[src/rtl/alarm_pkg.sv]
package alarm_pkg;
  localparam int DAYS   = 7;
  localparam int MIN_W  = 7;
  localparam int HOUR_W = 6;
  localparam int ADDR_W = 3;
  localparam int DATA_W = 8;
  localparam int N_ALM  = 2;

  localparam logic [ADDR_W-1:0] A_WK_MIN  = 3'd0;
  localparam logic [ADDR_W-1:0] A_WK_HOUR = 3'd1;
  localparam logic [ADDR_W-1:0] A_WK_MASK = 3'd2;
  localparam logic [ADDR_W-1:0] A_DY_MIN  = 3'd3;
  localparam logic [ADDR_W-1:0] A_DY_HOUR = 3'd4;
  localparam logic [ADDR_W-1:0] A_CTRL    = 3'd5;

  localparam int CTRL_EN_LSB   = 0;
  localparam int CTRL_FLAG_LSB = 4;

  typedef struct packed {
    logic [MIN_W-1:0]  min;
    logic [HOUR_W-1:0] hour;
    logic [DAYS-1:0]   mask;
  } alarm_cfg_t;

  function automatic logic time_eq(input alarm_cfg_t cfg,
                                   input logic [DATA_W-1:0] cmin,
                                   input logic [DATA_W-1:0] chour);
    return (cfg.min == cmin[MIN_W-1:0]) && (cfg.hour == chour[HOUR_W-1:0]);
  endfunction

  function automatic logic day_hit(input logic [DAYS-1:0] mask,
                                   input logic [2:0] wday);
    logic r;
    r = 1'b0;
    for (int d = 0; d < DAYS; d++)
      if (wday == 3'(d)) r = mask[d];
    return r;
  endfunction
endpackage

[src/rtl/alarm_regs.sv]
module alarm_regs
  import alarm_pkg::*;
(
  input  logic                   clk,
  input  logic                   rst_n,
  input  logic                   wr_en,
  input  logic [ADDR_W-1:0]      wr_addr,
  input  logic [DATA_W-1:0]      wr_data,
  output alarm_cfg_t [N_ALM-1:0] cfg,
  output logic [N_ALM-1:0]       en_q,
  output logic [N_ALM-1:0]       en_nxt,
  output logic                   ctrl_wr,
  output logic [N_ALM-1:0]       flag_keep
);
  alarm_cfg_t wk_q, dy_q;

  assign ctrl_wr   = wr_en && (wr_addr == A_CTRL);
  assign en_nxt    = ctrl_wr ? wr_data[CTRL_EN_LSB +: N_ALM] : en_q;
  assign flag_keep = wr_data[CTRL_FLAG_LSB +: N_ALM];

  always_ff @(posedge clk or negedge rst_n) begin
    if (!rst_n) begin
      wk_q <= '0;
      dy_q <= '0;
      en_q <= '0;
    end else begin
      en_q <= en_nxt;
      if (wr_en) begin
        case (wr_addr)
          A_WK_MIN:  wk_q.min  <= wr_data[MIN_W-1:0];
          A_WK_HOUR: wk_q.hour <= wr_data[HOUR_W-1:0];
          A_WK_MASK: wk_q.mask <= wr_data[DAYS-1:0];
          A_DY_MIN:  dy_q.min  <= wr_data[MIN_W-1:0];
          A_DY_HOUR: dy_q.hour <= wr_data[HOUR_W-1:0];
          default: ;
        endcase
      end
    end
  end

  always_comb begin
    cfg[0] = wk_q;
    cfg[1] = dy_q;
    cfg[1].mask = '1;
  end
endmodule

[src/rtl/alarm_match.sv]
module alarm_match
  import alarm_pkg::*;
#(
  parameter bit USE_WDAY = 1'b1
) (
  input  alarm_cfg_t        cfg,
  input  logic [DATA_W-1:0] cur_min,
  input  logic [DATA_W-1:0] cur_hour,
  input  logic [2:0]        cur_wday,
  input  logic              min_tick,
  output logic              hit
);
  logic day_ok;

  generate
    if (USE_WDAY) begin : g_wday
      assign day_ok = day_hit(cfg.mask, cur_wday);
    end else begin : g_any
      assign day_ok = 1'b1;
    end
  endgenerate

  assign hit = min_tick && day_ok && time_eq(cfg, cur_min, cur_hour);
endmodule

[src/rtl/alarm_flag.sv]
module alarm_flag (
  input  logic clk,
  input  logic rst_n,
  input  logic hit,
  input  logic en_now,
  input  logic en_next,
  input  logic clr_req,
  output logic flag_q
);
  logic flag_d;

  always_comb begin
    if (!en_next)              flag_d = 1'b0;
    else if (hit && en_now)    flag_d = 1'b1;
    else if (clr_req)          flag_d = 1'b0;
    else                       flag_d = flag_q;
  end

  always_ff @(posedge clk or negedge rst_n) begin
    if (!rst_n) flag_q <= 1'b0;
    else        flag_q <= flag_d;
  end
endmodule

[src/rtl/alarm_pair_top.sv]
module alarm_pair_top
  import alarm_pkg::*;
(
  input  logic              clk,
  input  logic              rst_n,
  input  logic [DATA_W-1:0] cur_min,
  input  logic [DATA_W-1:0] cur_hour,
  input  logic [2:0]        cur_wday,
  input  logic              min_tick,
  input  logic              wr_en,
  input  logic [ADDR_W-1:0] wr_addr,
  input  logic [DATA_W-1:0] wr_data,
  output logic              irq_wk_n,
  output logic              irq_dy_n
);
  alarm_cfg_t [N_ALM-1:0] cfg;
  logic [N_ALM-1:0] en_q, en_nxt, flag_keep, hit, flag_q;
  logic ctrl_wr;

  alarm_regs u_regs (
    .clk(clk), .rst_n(rst_n), .wr_en(wr_en), .wr_addr(wr_addr),
    .wr_data(wr_data), .cfg(cfg), .en_q(en_q), .en_nxt(en_nxt),
    .ctrl_wr(ctrl_wr), .flag_keep(flag_keep)
  );

  generate
    for (genvar i = 0; i < N_ALM; i++) begin : g_alm
      alarm_match #(.USE_WDAY(i == 0)) u_match (
        .cfg(cfg[i]), .cur_min(cur_min), .cur_hour(cur_hour),
        .cur_wday(cur_wday), .min_tick(min_tick), .hit(hit[i])
      );
      alarm_flag u_flag (
        .clk(clk), .rst_n(rst_n), .hit(hit[i]), .en_now(en_q[i]),
        .en_next(en_nxt[i]), .clr_req(ctrl_wr && !flag_keep[i]),
        .flag_q(flag_q[i])
      );
    end
  endgenerate

  assign irq_wk_n = !flag_q[0];
  assign irq_dy_n = !flag_q[1];
endmodule

[config.mk]
export PLATFORM = sky130hd
export DESIGN_NAME = alarm_pair_top
export DESIGN_NICKNAME = d
export VERILOG_FILES = /design/src/rtl/alarm_pkg.sv /design/src/rtl/alarm_regs.sv /design/src/rtl/alarm_match.sv /design/src/rtl/alarm_flag.sv /design/src/rtl/alarm_pair_top.sv
export SDC_FILE = /design/constraint.sdc
export NUM_CORES = 1
export LEC_CHECK = 0
export CORE_MARGIN = 4
export CORE_UTILIZATION = 53
export CTS_BUF_LIST = sky130_fd_sc_hd__clkbuf_4 sky130_fd_sc_hd__clkbuf_8
export DETAILED_ROUTE_END_ITERATION = 6
export GPL_ROUTABILITY_DRIVEN = 1
export MAX_ROUTING_LAYER = met4
export PLACE_DENSITY = 0.82
export SLEW_MARGIN = 0
export SYNTH_ARGS = -nofsm -noshare
export SYNTH_HDL_FRONTEND = slang
export SYNTH_SLANG_ARGS = --single-unit
[constraint.sdc]
create_clock -name clk -period 1.8 [get_ports clk]
set_input_delay 0.36 -clock clk [delete_from_list [all_inputs] [get_ports clk]]
set_output_delay 0.36 -clock clk [all_outputs]
set_load 0.01 [all_outputs]
==> impl_metrics.yaml, run 1 <==
die:
  row_count: 21
  die_x_um: 66.6
  core_area_um2: 3340
  die_h_um: 66.6
  die_area_um2: 4430
  boundaryPins: 36
  initial_core_util_pct: 54.5
grt:
  grt_usage_pct: 20.1
  antenna_found_initial: 0
  overflow: 0
  grt_util_met1_pct: 24.4
  use_met3_pct: 5.56
  grt_pass1_vias: 1370
  grt_pass1_wl_mm: 6.34
  grt_max_degree: 38
  busiest_layer: "met2"
  grt_use_met2_pct: 32.2
placed_design:
  portBuffers: 31
  dp.cells: 223
  place_ws_ns: -0.194
  place_congestion: 0.819
  hpwl_mm: 2.98
  placed_cell_area_um2: 2320
clock_network:
  ctsRootBufferMaster: "clkbuf_4"
  clkSinkCount: 37
  post_cts_resized: 0
  cts_tree: "done"
  cts_buffer_depth: 2
  cts_hold_buf: 0
  cts.clk_slew.worst_paths_ns: 0.11
  postCtsSetupBuffers: 0
  numCtsBuffers: 5
  htreeDepth: 2
  insertion_delay_ns: 0.34
cells_and_area:
  multi_input_area_um2: 875
  regArea_um2: 926
  nNetsFinal: 218
  area.growth.synth_to_final_pct: 31.2
  layout_common_cells: "dfrtp_1, mux2_2, clkdlybuf4s50_1"
  final_cell_area_um2: 2390
  final_common_cell: "dfrtp_1"
  final_cells: 231
  utilization_pct: 71.5
  n_antenna_cell: 0
  drive_above_1_share_pct: 35.1
  fillers: 231
status:
  status: "completed"
power:
  leakagePower_nw: 0.991
  peakVddDrop_mv: 0.723
  powerDensity_nw_per_um2: 888
detailed_routing:
  drt_iter0_markers: 59
  vias_per_cell: 5.30
  firstDrtPassIters: 3
  route.detailed.drc: 0
  via_count: 1224
  post_drt_wl_per_cell_um: 16.7
  wirelength_mm: 3.85
  ant_nets: 0
synth:
  netlist_instances: 131
  syn_area_um2: 1820
  synth-seq-cells: 37
  avgSynthCellArea_um2: 13.9
  synth_nets: 165
  ys_types: 24
  synth_seq_area_share_pct: 50.9
  ys_warn_count: 0
setup_path:
  crit_type: "register to output pin"
  arrival_ns: 1.31
  crit_path_start: "g_alm[0].u_flag.flag_q$_DFFE_PN0P_"
  r2r-start: "u_regs.cfg[37]$_DFFE_PN0P_"
  crit_fanout: 2
  cp.required_ns: 1.44
  start_kind: "register"
  end_kind: "output pin"
  worstRegToRegCells: 4
sta:
  hold_violations: 0
  skew_ns: 0.00497
  rsz0062_at_grt: "false"
  slew_headroom_pct: 69.3
  fin_crit_ns: 1.67
  fmax_mhz: 597
  fin_tns_setup_ns: 0
  timing.final.crit_share_pct: 93.0
  drv_slew: 0
  setup_slack_ns: 0.125
  setup_violations: 0
  tightest_slew_ns: 0.461
job:
  max-cap-violations: 0
hold_path:
  hold_class: "primary input to asynchronous set/reset pin"
-- cell usage after synthesis --
master	number	area (um2)
dfrtp_1	37	926
mux2_2	35	394
xnor2_1	13	114
xor2_1	13	114
nand4_1	4	25.0
nor4_1	4	25.0
nor4bb_1	3	30.0
buf_2	2	10.0
inv_1	2	7.51
nand2_1	2	7.51
nand4b_2	2	30.0
o211ai_1	2	15.0
a21boi_1	1	7.51
mux2_4	1	15.0
mux2i_1	1	10.0
nand3_1	1	5.00
nand3b_1	1	7.51
nor3_4	1	16.3
nor4b_1	1	8.76
nor4b_4	1	23.8
o21ai_0	1	5.00
o21ai_1	1	5.00
o311ai_0	1	8.76
or4_1	1	7.51
-- kinds of logic (layout without fill, tap and decap cells) --
group / after synthesis / in the layout / share of synthesized area (%)
muxes: 37 / 37 / 23.1
DFF: 37 / 37 / 50.9
xor gates and xnor gates: 26 / 26 / 12.5
and+or+nand+nor: 21 / 21 / 10.3
AOI/OAI and AO/OA: 6 / 6 / 2.27
buffers and inverters: 4 / 58 / 0.964
-- critical path, stage by stage, from the launching register on --
cell and delay, ns:
dfrtp_1 0.40, inv_1 0.06, clkdlybuf4s50_1 0.52
-- power breakdown --
part | total (W) | switching (W) | leakage [nW] | internal (W)
sequential | 0.00112 | 0.000112 | 0.448 | 0.00100
combinational | 0.000502 | 0.000186 | 0.502 | 0.000316
clock | 0.000501 | 0.000275 | 0.0413 | 0.000226
total | 0.00212 | 0.000573 | 0.991 | 0.00155
-- state kept, by name, indices dropped and copies added, names as in the netlist --
register             count
u_regs.en_q              2
u_regs.cfg              33
g_alm.u_flag.flag_q      2
-- metrics by stage --
step / hold WS (ns) / power, W
after floorplan: 0.0644 / 0.00142
after global placement: 0.486 / 0.00161
after detailed placement: 0.497 / 0.00164
after CTS: 0.450 / 0.00214
after global routing: 0.481 / 0.00224
final: 0.439 / 0.00212
-- final cells by class --
type	count	area share [%]
Tap cell	46	2.41
Inverter	2	0.315
Sequential cell	37	38.8
Clock buffer	7	2.73
Multi-Input combinational cell	90	36.7
Timing Repair Buffer	48	18.9
Clock inverter	1	0.210
-- per-layer routing --
layer / routed length [um] / vias up / share of wire [%]
met5: 0 / - / 0
met4: 57 / 0 / 1.5
met3: 171 / 6 / 4.4
met2: 1940 / 32 / 50
met1: 1680 / 602 / 44
li1: - / 584 / -
-- final timing paths --
kind | slack [ns] | endpoint
worst max-delay path | 0.13 | irq_wk_n
worst min-delay path | 0.44 | u_regs.en_q[1]$_DFF_PN0_
worst max register to register | 0.25 | g_alm[1].u_flag.flag_q$_DFFE_PN0P_
worst min register to register | 0.52 | u_regs.cfg[3]$_DFFE_PN0P_
max in group asynchronous | 1.04 | u_regs.cfg[36]$_DFFE_PN0P_
min in group clk | 0.52 | u_regs.cfg[3]$_DFFE_PN0P_
No activity file was read; power rests on OpenSTA's default activity.
==> inputs of run 2 (changes only) <==
Settings changed: CTS_CLUSTER_SIZE from default to 40.
==> results of run 2 <==
No change in the layout: final DEF, timing and power equal those of run 1.
==> inputs of run 3 (changes only) <==
Settings changed: SLEW_MARGIN 0 to 20.
==> results of run 3 <==
No change in the layout: final DEF, timing and power equal those of run 1.
